### src/rtl/sdram_seq_pkg.sv
package sdram_seq_pkg;

  typedef enum logic [2:0] {
    CMD_NORMAL   = 3'd0,
    CMD_CLK_EN   = 3'd1,
    CMD_PRE_ALL  = 3'd2,
    CMD_AUTO_REF = 3'd3,
    CMD_LOAD_MR  = 3'd4,
    CMD_SELF_REF = 3'd5,
    CMD_PWR_DOWN = 3'd6
  } seq_cmd_e;

  function automatic int max_of(input int a, input int b);
    return (a > b) ? a : b;
  endfunction

  // Mode word: [2:0] burst code, [3] interleave, [6:4] CAS, [8:7] op mode, [9] single write
  function automatic logic [15:0] build_mode_word(input int burst_code, input bit interleave,
                                                  input int cas, input bit single_wr);
    logic [15:0] w;
    w        = '0;
    w[2:0]   = 3'(burst_code);
    w[3]     = interleave;
    w[6:4]   = 3'(cas);
    w[8:7]   = 2'b00;
    w[9]     = single_wr;
    return w;
  endfunction

endpackage

### src/rtl/sdram_gap_timer.sv
module sdram_gap_timer #(
  parameter int GAP_W = 8
) (
  input  logic             clk,
  input  logic             rst,
  input  logic             load,
  input  logic [GAP_W-1:0] spacing,
  output logic             idle
);
  logic [GAP_W-1:0] remain;

  always_ff @(posedge clk) begin
    if (rst)                remain <= '0;
    else if (load)          remain <= spacing - 1'b1;
    else if (remain != '0)  remain <= remain - 1'b1;
  end

  assign idle = (remain == '0);

  // a new spacing window opens only once the previous one has closed
  assert_load_when_idle_R9: assert property (@(posedge clk) disable iff (rst)
    load |-> idle);

  // an open window shrinks by one every cycle
  assert_window_shrinks_R9: assert property (@(posedge clk) disable iff (rst)
    (!idle && !load) |=> (remain == $past(remain) - 1'b1));
endmodule

### src/rtl/sdram_refresh_timer.sv
module sdram_refresh_timer #(
  parameter int RELOAD = 683
) (
  input  logic clk,
  input  logic rst,
  input  logic start,
  input  logic taken,
  output logic want
);
  localparam int CW = $clog2(RELOAD + 1);
  localparam logic [CW-1:0] RELOAD_M1 = CW'(RELOAD - 1);

  logic [CW-1:0] cnt;
  logic          armed;
  logic          pending;
  logic          expire;

  assign expire = armed && (cnt == '0);
  assign want   = expire || pending;

  always_ff @(posedge clk) begin
    if (rst) begin
      cnt     <= '0;
      armed   <= 1'b0;
      pending <= 1'b0;
    end else begin
      if (start) begin
        cnt   <= RELOAD_M1;
        armed <= 1'b1;
      end else if (armed) begin
        cnt <= expire ? RELOAD_M1 : cnt - 1'b1;
      end
      pending <= want && !taken;
    end
  end

  // a held-back request survives until it is served
  assert_pending_kept_R8: assert property (@(posedge clk) disable iff (rst)
    (want && !taken) |=> want);

  // the refresh grid restarts at the full interval after each expiry
  assert_reload_after_expiry_R7: assert property (@(posedge clk) disable iff (rst)
    (expire && !start) |=> (cnt == RELOAD_M1));
endmodule

### src/rtl/sdram_pin_driver.sv
module sdram_pin_driver
  import sdram_seq_pkg::*;
#(
  parameter int          ADDR_W    = 12,
  parameter int          BA_W      = 2,
  parameter logic [15:0] MODE_WORD = 16'h0231
) (
  input  logic              clk,
  input  logic              rst,
  input  logic              issue,
  input  seq_cmd_e          cmd,
  output logic              cke,
  output logic              cs_n,
  output logic              ras_n,
  output logic              cas_n,
  output logic              we_n,
  output logic [BA_W-1:0]   ba,
  output logic [ADDR_W-1:0] addr
);
  logic              cke_nxt;
  logic [2:0]        rcw_nxt;
  logic [ADDR_W-1:0] addr_nxt;

  always_comb begin
    cke_nxt  = cke || (issue && cmd == CMD_CLK_EN);
    rcw_nxt  = 3'b111;
    addr_nxt = '0;
    if (issue) begin
      case (cmd)
        CMD_PRE_ALL:  begin rcw_nxt = 3'b010; addr_nxt[10] = 1'b1; end
        CMD_AUTO_REF: rcw_nxt = 3'b001;
        CMD_LOAD_MR:  begin rcw_nxt = 3'b000; addr_nxt = MODE_WORD[ADDR_W-1:0]; end
        default:      rcw_nxt = 3'b111;
      endcase
    end
  end

  always_ff @(posedge clk) begin
    if (rst) begin
      cke   <= 1'b0;
      cs_n  <= 1'b1;
      ras_n <= 1'b1;
      cas_n <= 1'b1;
      we_n  <= 1'b1;
      ba    <= '0;
      addr  <= '0;
    end else begin
      cke   <= cke_nxt;
      cs_n  <= !cke_nxt;
      {ras_n, cas_n, we_n} <= rcw_nxt;
      ba    <= '0;
      addr  <= addr_nxt;
    end
  end
endmodule

### src/rtl/sdram_powerup_seq.sv
module sdram_powerup_seq
  import sdram_seq_pkg::*;
#(
  parameter int ROW_BITS       = 12,
  parameter int BANKS          = 4,
  parameter int STARTUP_CYC    = 9000,
  parameter int T_RP           = 2,
  parameter int T_RC           = 7,
  parameter int T_MRD          = 2,
  parameter int INIT_REF_STEPS = 2,
  parameter int REFS_PER_STEP  = 4,
  parameter int REFRESH_RELOAD = 683,
  parameter int BURST_CODE     = 1,
  parameter bit BURST_INTLV    = 1'b0,
  parameter int CAS_LAT        = 3,
  parameter bit SINGLE_WRITE   = 1'b1
) (
  input  logic                clk,
  input  logic                rst,
  input  logic                ext_req,
  output logic                cke,
  output logic                cs_n,
  output logic                ras_n,
  output logic                cas_n,
  output logic                we_n,
  output logic [$clog2(BANKS)-1:0] ba,
  output logic [ROW_BITS-1:0] addr,
  output logic                init_done,
  output logic                busy
);
  localparam int BA_W       = $clog2(BANKS);
  localparam int INIT_REFS  = INIT_REF_STEPS * REFS_PER_STEP;
  localparam int IDX_W      = $clog2(INIT_REFS + 1);
  localparam int MAX_GAP    = max_of(max_of(STARTUP_CYC, T_RC), max_of(T_RP, T_MRD));
  localparam int GAP_W      = $clog2(MAX_GAP + 1);
  localparam logic [15:0] MODE_WORD =
    build_mode_word(BURST_CODE, BURST_INTLV, CAS_LAT, SINGLE_WRITE);

  typedef enum logic [2:0] {
    ST_CKE, ST_PALL, ST_IREF, ST_LMR, ST_FIN, ST_RUN
  } seq_state_e;

  seq_state_e       state, state_nxt;
  logic [IDX_W-1:0] ref_idx;
  logic             issue;
  seq_cmd_e         cmd;
  logic [GAP_W-1:0] spacing;
  logic             gap_idle;
  logic             ref_want;
  logic             ref_taken;
  logic             fin;

  always_comb begin
    state_nxt = state;
    issue     = 1'b0;
    cmd       = CMD_NORMAL;
    spacing   = '0;
    fin       = 1'b0;
    ref_taken = 1'b0;
    if (gap_idle) begin
      case (state)
        ST_CKE: begin
          issue = 1'b1; cmd = CMD_CLK_EN; spacing = GAP_W'(STARTUP_CYC);
          state_nxt = ST_PALL;
        end
        ST_PALL: begin
          issue = 1'b1; cmd = CMD_PRE_ALL; spacing = GAP_W'(T_RP);
          state_nxt = ST_IREF;
        end
        ST_IREF: begin
          issue = 1'b1; cmd = CMD_AUTO_REF; spacing = GAP_W'(T_RC);
          if (ref_idx == IDX_W'(INIT_REFS - 1)) state_nxt = ST_LMR;
        end
        ST_LMR: begin
          issue = 1'b1; cmd = CMD_LOAD_MR; spacing = GAP_W'(T_MRD);
          state_nxt = ST_FIN;
        end
        ST_FIN: begin
          fin = 1'b1;
          state_nxt = ST_RUN;
        end
        default: begin
          if (ref_want && !ext_req) begin
            issue = 1'b1; cmd = CMD_AUTO_REF; spacing = GAP_W'(T_RC);
            ref_taken = 1'b1;
          end
        end
      endcase
    end
  end

  always_ff @(posedge clk) begin
    if (rst) begin
      state     <= ST_CKE;
      ref_idx   <= '0;
      init_done <= 1'b0;
    end else begin
      state <= state_nxt;
      if (issue && state == ST_IREF) ref_idx <= ref_idx + 1'b1;
      if (fin) init_done <= 1'b1;
    end
  end

  sdram_gap_timer #(.GAP_W(GAP_W)) u_gap (
    .clk(clk), .rst(rst), .load(issue), .spacing(spacing), .idle(gap_idle)
  );

  sdram_refresh_timer #(.RELOAD(REFRESH_RELOAD)) u_refresh (
    .clk(clk), .rst(rst), .start(fin), .taken(ref_taken), .want(ref_want)
  );

  sdram_pin_driver #(.ADDR_W(ROW_BITS), .BA_W(BA_W), .MODE_WORD(MODE_WORD)) u_pins (
    .clk(clk), .rst(rst), .issue(issue), .cmd(cmd),
    .cke(cke), .cs_n(cs_n), .ras_n(ras_n), .cas_n(cas_n), .we_n(we_n),
    .ba(ba), .addr(addr)
  );

  assign busy = !gap_idle;

  // precharge-all always carries A10 high
  assert_pall_a10_R2: assert property (@(posedge clk) disable iff (rst)
    (!cs_n && !ras_n && cas_n && !we_n) |-> addr[10]);

  // load-mode carries the parameter-built word on bank 0
  assert_mode_word_R4: assert property (@(posedge clk) disable iff (rst)
    (!cs_n && !ras_n && !cas_n && !we_n) |-> (addr == MODE_WORD[ROW_BITS-1:0] && ba == '0));

  // once ready, stays ready
  assert_ready_sticks_R5: assert property (@(posedge clk) disable iff (rst)
    init_done |=> init_done);

  // the device is selected only with its clock enabled
  assert_select_needs_cke_R6: assert property (@(posedge clk) disable iff (rst)
    !cs_n |-> cke);

  // a periodic refresh never follows an edge that saw ext_req high
  assert_defer_honoured_R8: assert property (@(posedge clk) disable iff (rst)
    (init_done && $past(init_done) && !cs_n && !ras_n && !cas_n && we_n) |-> !$past(ext_req));
endmodule

### config.mk
export PLATFORM = sky130hd
export DESIGN_NAME = sdram_powerup_seq
export DESIGN_NICKNAME = d
export VERILOG_FILES = /design/src/rtl/sdram_seq_pkg.sv /design/src/rtl/sdram_gap_timer.sv /design/src/rtl/sdram_refresh_timer.sv /design/src/rtl/sdram_pin_driver.sv /design/src/rtl/sdram_powerup_seq.sv
export SDC_FILE = /design/constraint.sdc
export NUM_CORES = 1
export LEC_CHECK = 0
export ABC_AREA = 1
export BUFFER_PORTS_ARGS = -buffer_cell sky130_fd_sc_hd__buf_2
export CAP_MARGIN = 20
export CORE_MARGIN = 2
export CORE_UTILIZATION = 50
export DETAILED_ROUTE_END_ITERATION = 10
export PLACE_DENSITY_LB_ADDON = 0.2
export SETUP_SLACK_MARGIN = 0.2
export SYNTH_ARGS = -nofsm -noshare
export SYNTH_HDL_FRONTEND = slang
export SYNTH_SLANG_ARGS = --single-unit
### constraint.sdc
create_clock -name clk -period 2.9 [get_ports clk]
set_clock_uncertainty 0.2 [all_clocks]
set_input_delay 0.58 -clock clk [delete_from_list [all_inputs] [get_ports clk]]
set_output_delay 0.58 -clock clk [all_outputs]
set_load 0.02 [all_outputs]
# Word level (Yosys, flattened, before mapping)
# Index checks and enable logic that the tools add are counted.
[totals]
reg_bits = 50
output_inout_bits = 21
elab_cells = 76
in_bits = 3
[op_classes]
reduce_logical = 24
mux = 23
n_addsub = 4
n_bitwise = 1
n_eq_ne = 10
[op_table]
columns = ["op", "count"]
rows = [
  ["case mux 14 bit (4 select lines)", 1],
  ["two-way mux 14 bit", 3],
  ["two-way mux 10 bit", 4],
  ["case mux 3 bit (5 select lines)", 2],
  ["subtractor 14 x 1 -> 14 bit, second input constant", 2],
  ["logical NOT 14 bit", 1],
  ["nonzero test 14 bit", 1],
  ["equality test 3 x 2 -> 1 bit, second input constant", 4],
  ["logical NOT 10 bit", 1],
  ["subtractor 10 x 1 -> 10 bit, second input constant", 1],
  ["two-way mux 3 bit", 3],
  ["case mux 3 bit (3 select lines)", 1],
  ["two-way mux 1 bit", 7],
  ["equality test 3 x 1 -> 1 bit, second input constant", 2],
  ["equality test 3 bit, second input constant", 2],
  ["OR reduction 2 bit", 3],
  ["logical AND 1 bit", 5],
  ["nonzero test 5 bit", 1],
  ["OR reduction 5 bit", 1],
  ["adder 4 x 1 -> 4 bit, second input constant", 1],
  ["equality test 4 x 3 -> 1 bit, second input constant", 1],
  ["logical NOT 1 bit", 4],
  ["nonzero test 2 bit", 2],
  ["OR reduction 4 bit", 1],
  ["7 further kinds", 8],
]

# Longest topological paths before layout
# Gate-level depths: netlist (run 1).
[depth]
word_depth = 11
mapped_depth = 18
depth_no_buf = 18

# Hierarchy
# From an unflattened synthesis (run 1), not the netlist that was laid out.
[hier_totals]
hier_cells = 416
hier_area_um2 = 2616.3
[by_module_without_submodules]
columns = ["module", "instances", "area_each_um2", "seq_area_each_um2", "cells_per_inst"]
rows = [
  ["sdram_gap_timer", 1, 1123.6, 280.3, 197],
  ["sdram_refresh_timer", 1, 649.4, 240.2, 96],
  ["sdram_powerup_seq", 1, 491.7, 160.2, 79],
  ["sdram_pin_driver", 1, 351.6, 140.1, 44],
]

# Worst setup path before layout (run 1)
# Ideal clock, no wire load.
[synth_path]
path_type = "register to register"
from = "register u_refresh.cnt[0]"
to = "register u_gap.remain[4]"
t_arrival_ns = 1.769
path_stages_with_launch = 17
slack_ns = 0.813
path_buffers = 0
required_time_ns = 2.582
cell_sequence = "dfxtp_1 > inv_1 > ha_1 > nand2_1 > inv_1 > nand3_1 > o21bai_2 > nand2_2 > nand2_4 > nand3_4 > nand2_1 > inv_1 > ha_1 > nand4_2 > nor2_2 > o21ai_0 > nor2_1"
[synth_via]
elab_chain_cells = 9
elab_cells_between_ends = 13
[synth_lines]
columns = ["item", "line", "text"]
rows = [
  ["from (decl)", "sdram_refresh_timer.sv:13", "logic [CW-1:0] cnt;"],
  ["from (signal assigned)", "sdram_refresh_timer.sv:31", "cnt <= expire ? RELOAD_M1 : cnt - 1'b1;"],
  ["logical NOT 10 bit *", "sdram_refresh_timer.sv:18", "assign expire = armed && (cnt == '0);"],
  ["logical AND 1 bit *", "sdram_refresh_timer.sv:18", ""],
  ["logical OR 1 bit *", "sdram_refresh_timer.sv:19", "assign want = expire || pending;"],
  ["logical AND 1 bit *", "sdram_powerup_seq.sv:83", "if (ref_want && !ext_req) begin"],
  ["two-way mux 3 bit", "sdram_powerup_seq.sv:83", ""],
  ["case mux 14 bit (4 select lines)", "sdram_powerup_seq.sv:61", "case (state)"],
  ["two-way mux 14 bit", "sdram_powerup_seq.sv:60", "if (gap_idle) begin"],
  ["subtractor 14 x 1 -> 14 bit", "sdram_gap_timer.sv:14", "else if (load) remain <= spacing - 1'b1;"],
  ["two-way mux 14 bit", "sdram_gap_timer.sv:14", ""],
  ["to (signal assigned)", "sdram_gap_timer.sv:14", ""],
  ["to (signal assigned)", "sdram_gap_timer.sv:15", "else if (remain != '0) remain <= remain - 1'b1;"],
  ["to (decl)", "sdram_gap_timer.sv:10", "logic [GAP_W-1:0] remain;"],
]
# Mark *: on every way between the ends. The rest lies on a longest branch, timed or not.
# A chain may end at the register's enable or synchronous reset.

# Worst setup path after layout (run 1)
[layout_path]
from = "register u_refresh.cnt[0]"
to = "register u_gap.remain[12]"
# Same word-level chain as after synthesis.

==> results of run 1 <==
-- stage by stage --
step,setup slack [ps],util (%)
global placement,715,53.0
CTS,617,55.5
detailed placement,673,53.0
finish,614,55.5
global route,345,55.5
floorplan,813,-
-- cells in the mapped netlist (2+ instances only) --
cell type | number | share of area, %
nor4_1 | 2 | 0.57
nor2_4 | 4 | 2.0
nand3_1 | 12 | 2.7
nand2_4 | 5 | 2.6
buf_4 | 12 | 4.1
inv_2 | 6 | 1.0
nor2_2 | 6 | 1.7
nand2_1 | 41 | 7.0
inv_1 | 47 | 8.0
clkbuf_1 | 2 | 0.34
o21ai_0 | 16 | 3.6
dfxtp_1 | 40 | 36
nand2_2 | 7 | 2.0
o21ai_1 | 4 | 0.91
nand3_2 | 4 | 1.8
nand4_1 | 4 | 1.1
a21oi_1 | 14 | 3.2
ha_1 | 4 | 2.3
or2_2 | 3 | 0.85
o21bai_1 | 2 | 0.68
a31oi_1 | 5 | 1.4
nor2_1 | 44 | 7.5
xor2_1 | 3 | 1.2
nor3_1 | 7 | 1.6
-- kinds of logic after synthesis --
family	after synthesis	synth area share, %
AO/OA/AOI/OAI	47	12.3
buffers and inverters	68	13.8
AND/OR/NAND/NOR	144	34.0
other	1	0.170
XOR/XNOR	3	1.19
flip-flops	40	36.4
adder cells (fa/ha/maj)	4	2.27
-- routing by layer --
metal	routed length (µm)	up-vias	global-route usage, %
met3	146	4	4.33
met5	0	-	0
met2	1800	32	27.4
met4	40	0	4.49
li1	-	987	-
met1	2220	821	27.1
-- flip-flops by register name, indices dropped and copies added, names as in the netlist, 2 cells and up --
| name | cells |
|---|---|
| u_refresh.cnt | 10 |
| u_pins.addr | 2 |
| u_gap.remain | 14 |
| state | 3 |
| ref_idx | 4 |
-- cell type report --
cell class	count	area, µm²
Multi-Input combinational cell	207	1130
Timing Repair Buffer	15	77.6
Clock buffer	6	72.6
Fill cell	432	1910
Inverter	54	205
Sequential cell	40	801
Clock inverter	2	35.0
Tap cell	52	65.1
-- power breakdown --
group          total, mW  switching [mW]  internal [mW]
Clock              0.446           0.191          0.255
Sequential         0.737          0.0739          0.663
Combinational       1.17           0.781          0.388
-- critical path: stages, from the launching register on --
cell	delay (ps)
dfxtp_1	330
inv_1	80
ha_1	190
nand2_1	60
inv_1	30
nand3_1	90
o21bai_2	80
nand2_2	80
nand2_4	60
nand3_4	90
nand2_1	80
inv_1	60
ha_1	200
nand4_2	190
nor2_1	170
nand3_1	80
nand2_1	60
nor2_1	30
-- how the worst max path moves through the flow --
stage	from	to	cells after the start
final	u_refresh.cnt[0]$_SDFFE_PP0P_	u_gap.remain[12]$_SDFFE_PP0P_	17
after floorplan	u_refresh.cnt[0]$_SDFFE_PP0P_	u_gap.remain[4]$_SDFFE_PP0P_	16
after global placement	u_refresh.cnt[0]$_SDFFE_PP0P_	u_gap.remain[12]$_SDFFE_PP0P_	17
after CTS	u_refresh.cnt[0]$_SDFFE_PP0P_	u_gap.remain[12]$_SDFFE_PP0P_	17
after global routing	u_refresh.cnt[0]$_SDFFE_PP0P_	u_gap.remain[12]$_SDFFE_PP0P_	17
after detailed placement	u_refresh.cnt[0]$_SDFFE_PP0P_	u_gap.remain[4]$_SDFFE_PP0P_	16
-- cell usage in the layout (no fill, tap or decap), types with 2 or more instances in the layout --
| master | instances |
|---|---|
| inv_1 | 47 |
| nor2_1 | 44 |
| nand2_1 | 41 |
| dfxtp_1 | 40 |
| o21ai_0 | 16 |
| a21oi_1 | 14 |
| buf_2 | 14 |
| nand3_1 | 12 |
| conb_1 | 9 |
| nand2_2 | 7 |
| nor3_1 | 7 |
| inv_2 | 6 |
| nor2_2 | 6 |
| nand2_4 | 5 |
| a31oi_1 | 5 |
| clkbuf_8 | 5 |
| nor2_4 | 4 |
| nand4_1 | 4 |
| nand3_2 | 4 |
| o21ai_1 | 4 |
| ha_1 | 4 |
| xor2_1 | 3 |
| or2_2 | 3 |
| nor4_1 | 2 |
| o21bai_1 | 2 |
==> metrics.md, run 1 <==
| Metric | Value |
|---|---|
| Overall die area | 0.00495 mm² |
| Nets | 330 |
| Post-CTS setup-driven buffer insertion count | 0 |
| Post-synth EDFFs | 0 |
| Initial antenna violation count | 0 |
| Synth-to-Final Area Change | 8.30% |
| CP max FO | 5 |
| Category of the most critical setup path | reg -> reg |
| Max-cap viol count | 0 |
| Predominant post-synthesis flop cell | dfxtp_1 |
| Flops & latches, synth | 40 |
| Min Tclk post-route | 2290 ps |
| Number of antenna-violating nets in the routed design | 0 |
| Worst ir drop on vdd | 511 µV |
| Clock latency on the worst-skew pair | 290 ps |
| Hold buffer count at cts | 0 |
| Average vias per placed instance | 4.90 |
| Proportion of synthesized chip area in sequential cells | 36.4% |
| Final hold violation count | 0 |
| Post-cts gate resize count | 0 |
| Reg-to-reg critical path endpoint | u_gap.remain[12]$_SDFFE_PP0P_ |
| Clock tree from TritonCTS | built |
| Final setup violation count | 0 |
| Yosys Warn Count | 0 |
| Standard-cell rows | 24 |
| Final routed DRC violation total | 0 |
| Final hold slack | 294 ps |
| Number of clock sinks seen by CTS | 40 |
| Antenna Cells | 0 |
| DR WL/cell | 11.2 µm |
| H-Tree Depth | 2 |
| Final std cell area, no fill | 0.00238 mm² |
| Number of I/O pins | 24 |
| Startpoint of the tightest hold check path | u_pins.cke$_SDFF_PP0_ |
| Number of global-route vias before repair | 1631 |
| Crit path DAT | 2270 ps |
| Count of routing violations after the opening detailed-route iteration | 128 |
| Slew Viols, Final | 0 |
| Worst reg2reg path depth | 17 |
| Total Power Consumption | 2.35 mW |
| Syn_area_per_cell | 7.17 µm² |
| Worst flop-to-flop path startpoint | u_refresh.cnt[0]$_SDFFE_PP0P_ |
| Outcome | finished, final reports clean |
| Total core area | 0.00429 mm² |
| Maximum number of pins on one net before global-route repair | 14 |
| Router iterations before antenna repair | 4 |
| Last weighted congestion value of the routability-driven placer | 0.797 |
| Dpl hpwl | 3210 µm |
| Gr ovfl total | 0 |
| Number of buffers added by the clock tree synthesis step | 5 |
| Final cycle utilization of the critical path | 78.8% |
| Ratio of cells with drive above 1 in the final layout | 19.4% |
| Die Y-Extent | 70.4 µm |
| Setup repair after global routing missed its margin | false |
| Buffers from clock root to sink, at most | 2 |
| Share of flip-flops with an asynchronous set or reset after synthesis | 0% |
| Final wirelength | 4200 µm |
| Area of the mapped netlist | 0.00220 mm² |
| Power density relative to cell area | 986 mW/mm² |
| Highest achievable clock rate | 0.437 GHz |
| Effective utilization at floorplan | 51.3% |
| Cell at the root of the clock tree | clkbuf_8 |
| Cell count after synthesis | 307 |
| Unique cell type count in the Yosys netlist | 37 |
| Global-route usage over all layers | 18.5% |
| Via total after detailed routing | 1844 |
| Category of the worst setup path capture point | flip-flop |
| Static leakage power | 1.12 nW |
| Fin cells | 376 |
| Type of the worst min-delay path | reg -> reg |
| Crit start category | flip-flop |
| DIE WIDTH | 70.4 µm |
| Area of placed instances | 0.00228 mm² |
| Worst path required time | 2880 ps |
| Worst setup slack for register-to-register paths | 610 ps |
| Buffers on Ports | 14 |
| Accumulated negative setup slack | 0 ps |
| Hold worst-path end | u_pins.cs_n$_SDFF_PP1_ |
| Global-route wire length before repair | 7390 µm |
| Clock-pin slew reported for the worst setup and hold paths after clock tree synthesis | 70 ps |
| DP Cell Count | 368 |
| Worst hold stages | 1 |
(Power assumes the default switching activity.)
==> inputs of run 2 (changes only) <==
- clock period: 2.9 -> 2.35 ns (I/O delays scaled with it)
==> run 2 against run 1 <==
  * Maximum frequency increased by 10%
  * Global-route usage decreased by 0.071 points
  * First-iteration DRC count decreased by 10%
  * Utilization increased by 3.3 points
  * Largest cell class unchanged
  * Largest power group unchanged
==> metrics.md, run 2 (same netlist as run 1, synthesis figures left out) <==
| Metric | Value |
|---|---|
| Part of the power in registers | 30.1% (-1.3 points) |
| Gr ovfl total | 0 (unchanged) |
| CP max FO | 5 (unchanged) |
| H-Tree Depth | 2 (unchanged) |
| Global-route wire length before repair | 7360 µm (-0.46%) |
| Min Tclk post-route | 2070 ps (-214 ps) |
| Initial antenna violation count | 0 (unchanged) |
| Most common library cell in the layout ignoring fill and taps | nor2_1 |
| DIE WIDTH | 70.4 µm (unchanged) |
| Accumulated negative setup slack | 0 ps (unchanged) |
| Final cycle utilization of the critical path | 88.2% (+9.3 points) |
| Register with the most flip-flops | u_gap.remain |
| Effective utilization at floorplan | 51.3% (unchanged) |
| Slew Viols, Final | 0 (unchanged) |
| Switching pwr | 1.35 mW (+29%) |
| Number of fill cells | 407 (-5.8%) |
| Worst flop-to-flop path startpoint | u_refresh.cnt[1]$_SDFFE_PP0P_ |
| Registers with the highest flip-flop counts | u_gap.remain x14, u_refresh.cnt x10, ref_idx x4 |
| Global-route usage over all layers | 18.4% (-0.071 points) |
| Static leakage power | 1.16 nW (+3.2%) |
| Hold buffer count at cts | 0 (unchanged) |
| Sequential Area | 803 µm² (+0.31%) |
| Clock network fraction of total power | 18.3% (-0.7 points) |
| Antenna Cells | 0 (unchanged) |
| Count of routing violations after the opening detailed-route iteration | 115 (-10%) |
| Hold worst-path end | ref_idx[3]$_SDFFE_PP0P_ |
| Final setup violation count | 0 (unchanged) |
| Reg-to-reg critical path endpoint | u_gap.remain[4]$_SDFFE_PP0P_ |
| Crit path DAT | 2050 ps (-220 ps) |
| Clock tree from TritonCTS | built |
| Via total after detailed routing | 1884 (+2.2%) |
| Overall die area | 0.00495 mm² (unchanged) |
| Number of global-route vias before repair | 1662 (+1.9%) |
| Startpoint of the tightest hold check path | ref_idx[3]$_SDFFE_PP0P_ |
| Worst hold stages | 2 (+1) |
| Number of flip-flops under the largest register name | 14 (unchanged) |
| Most frequent cells in the layout | 42 x nor2_1, 41 x inv_1, 38 x nand2_1, 38 x dfxtp_1, 15 x o21ai_0 |
| Setup repair after global routing missed its margin | true |
| Total core area | 0.00429 mm² (unchanged) |
| Last weighted congestion value of the routability-driven placer | 0.797 (unchanged) |
| Outcome | finished, final reports clean |
| Die Y-Extent | 70.4 µm (unchanged) |
| Nets | 338 (+2.4%) |
| Router iterations before antenna repair | 4 (unchanged) |
| Category of the most critical setup path | reg -> reg |
| Worst ir drop on vdd | 590 µV (+15%) |
| Worst path required time | 2330 ps (-550 ps) |
| Buffers on Ports | 14 (unchanged) |
| Total Power Consumption | 3.02 mW (+28%) |
| Combinational group share of total power | 51.6% (+1.9 points) |
| Number of antenna-violating nets in the routed design | 0 (unchanged) |
| Clock latency on the worst-skew pair | 290 ps (about the same) |
| Switching part of the total | 44.6% (+0.16 points) |
| Standard-cell rows | 24 (unchanged) |
| Clock-pin slew reported for the worst setup and hold paths after clock tree synthesis | 80 ps (about the same) |
| Synth-to-Final Area Change | 14.7% |
| DR WL/cell | 11.4 µm (+1.6%) |
| Maximum number of pins on one net before global-route repair | 14 (unchanged) |
| Buffers from clock root to sink, at most | 2 (unchanged) |
| Number of clock sinks seen by CTS | 40 (unchanged) |
| Cell at the root of the clock tree | clkbuf_8 |
| Area occupied by multi-input gates | 0.00120 mm² (+6.8%) |
| Max-cap viol count | 0 (unchanged) |
| Dpl hpwl | 3220 µm (+0.23%) |
| Category of the worst setup path capture point | flip-flop |
| Highest achievable clock rate | 0.483 GHz (+10%) |
| Number of buffers added by the clock tree synthesis step | 5 (unchanged) |
| Crit start category | flip-flop |
| Final hold violation count | 0 (unchanged) |
| Final wirelength | 4360 µm (+3.8%) |
| Final routed DRC violation total | 0 (unchanged) |
| Cell internal power dissipation | 1.67 mW (+28%) |
| Type of the worst min-delay path | reg -> reg |
| Ratio of cells with drive above 1 in the final layout | 26.2% (+6.8 points) |
| Average vias per placed instance | 4.91 (about the same) |
| Worst reg2reg path depth | 16 (-1) |
| Number of I/O pins | 24 (unchanged) |
| Worst setup slack for register-to-register paths | 280 ps (-340 ps) |
| Power density relative to cell area | 1200 mW/mm² (+21%) |
run 2: cell types whose count changed in the layout (fill, tap and decap cells not counted), moves of 3 or more:
cell / delta
buf_4: +8
inv_1: -6
inv_2: +5
nand2_1: -3
run 2: cell type report:
class | count | area share [%]
repair buffers | 23 | 5.45
multi-input cells | 207 | 47.7
well taps | 52 | 2.58
clock inverters | 2 | 1.39
inverters | 54 | 8.22
clock buffers | 6 | 2.87
flip-flops and latches | 40 | 31.8
run 2: worst max-delay path by stage:
stage                                   from                       endpoint  slack, ps
4_1_cts        u_refresh.cnt[0]$_SDFFE_PP0P_   u_gap.remain[4]$_SDFFE_PP0P_        210
5_1_grt        u_refresh.cnt[0]$_SDFFE_PP0P_   u_gap.remain[6]$_SDFFE_PP0P_        150
6_report       u_refresh.cnt[1]$_SDFFE_PP0P_   u_gap.remain[4]$_SDFFE_PP0P_        280
3_5_place_dp   u_refresh.cnt[0]$_SDFFE_PP0P_  u_gap.remain[12]$_SDFFE_PP0P_        120
2_1_floorplan  u_refresh.cnt[0]$_SDFFE_PP0P_   u_gap.remain[4]$_SDFFE_PP0P_        260
3_3_place_gp   u_refresh.cnt[0]$_SDFFE_PP0P_  u_gap.remain[12]$_SDFFE_PP0P_        160
run 2: per-layer routing:
| layer | track usage [%] | routed length (µm) | vias up |
|---|---|---|---|
| met3 | 4.33 | 160 | 2 |
| met1 | 26.3 | 2200 | 852 |
| met5 | 0 | 0 | - |
| met4 | 4.91 | 21 | 0 |
| li1 | - | - | 1004 |
| met2 | 27.8 | 1980 | 26 |
run 2: repair_timing:
action	in CTS	in global routing
endpoints found under the hold margin	0	0
resized for setup	10	15
setup endpoints to repair	6	11
setup buffers	0	8
pin swaps	1	9
run 2: power groups by stage:
| stage | combinational, mW | sequential, mW | clock, mW |
|---|---|---|---|
| floorplan | 1.18 | 0.924 | 0 |
| global placement | 1.42 | 0.922 | 0 |
| detailed placement | 1.42 | 0.922 | 0 |
| CTS | 1.50 | 0.907 | 0.567 |
| global route | 1.76 | 0.931 | 0.592 |
| finish | 1.56 | 0.910 | 0.553 |
run 2: metrics by stage:
step                std cells  area [µm²]  worst slack (ps)  hold slack (ps)  util (%)
floorplan                 315        2230               263              244         -
global placement          368        2280               165              265      53.0
detailed placement        368        2280               118              272      53.0
CTS                       376        2420               207              292      56.4
global route              384        2530               151              302      58.8
finish                    384        2530               278              287      58.8
run 2: worst max-delay path, stage by stage (launching register included):
cell,delay [ps]
dfxtp_2,340
inv_2,50
ha_4,150
nand2_2,60
inv_2,40
nand3_4,60
o21bai_4,80
nand2_2,90
nand2_4,70
nand2_4,90
nand2_2,50
inv_2,60
ha_4,160
nand4_4,120
buf_4,160
nor3_1,120
nor2_1,70
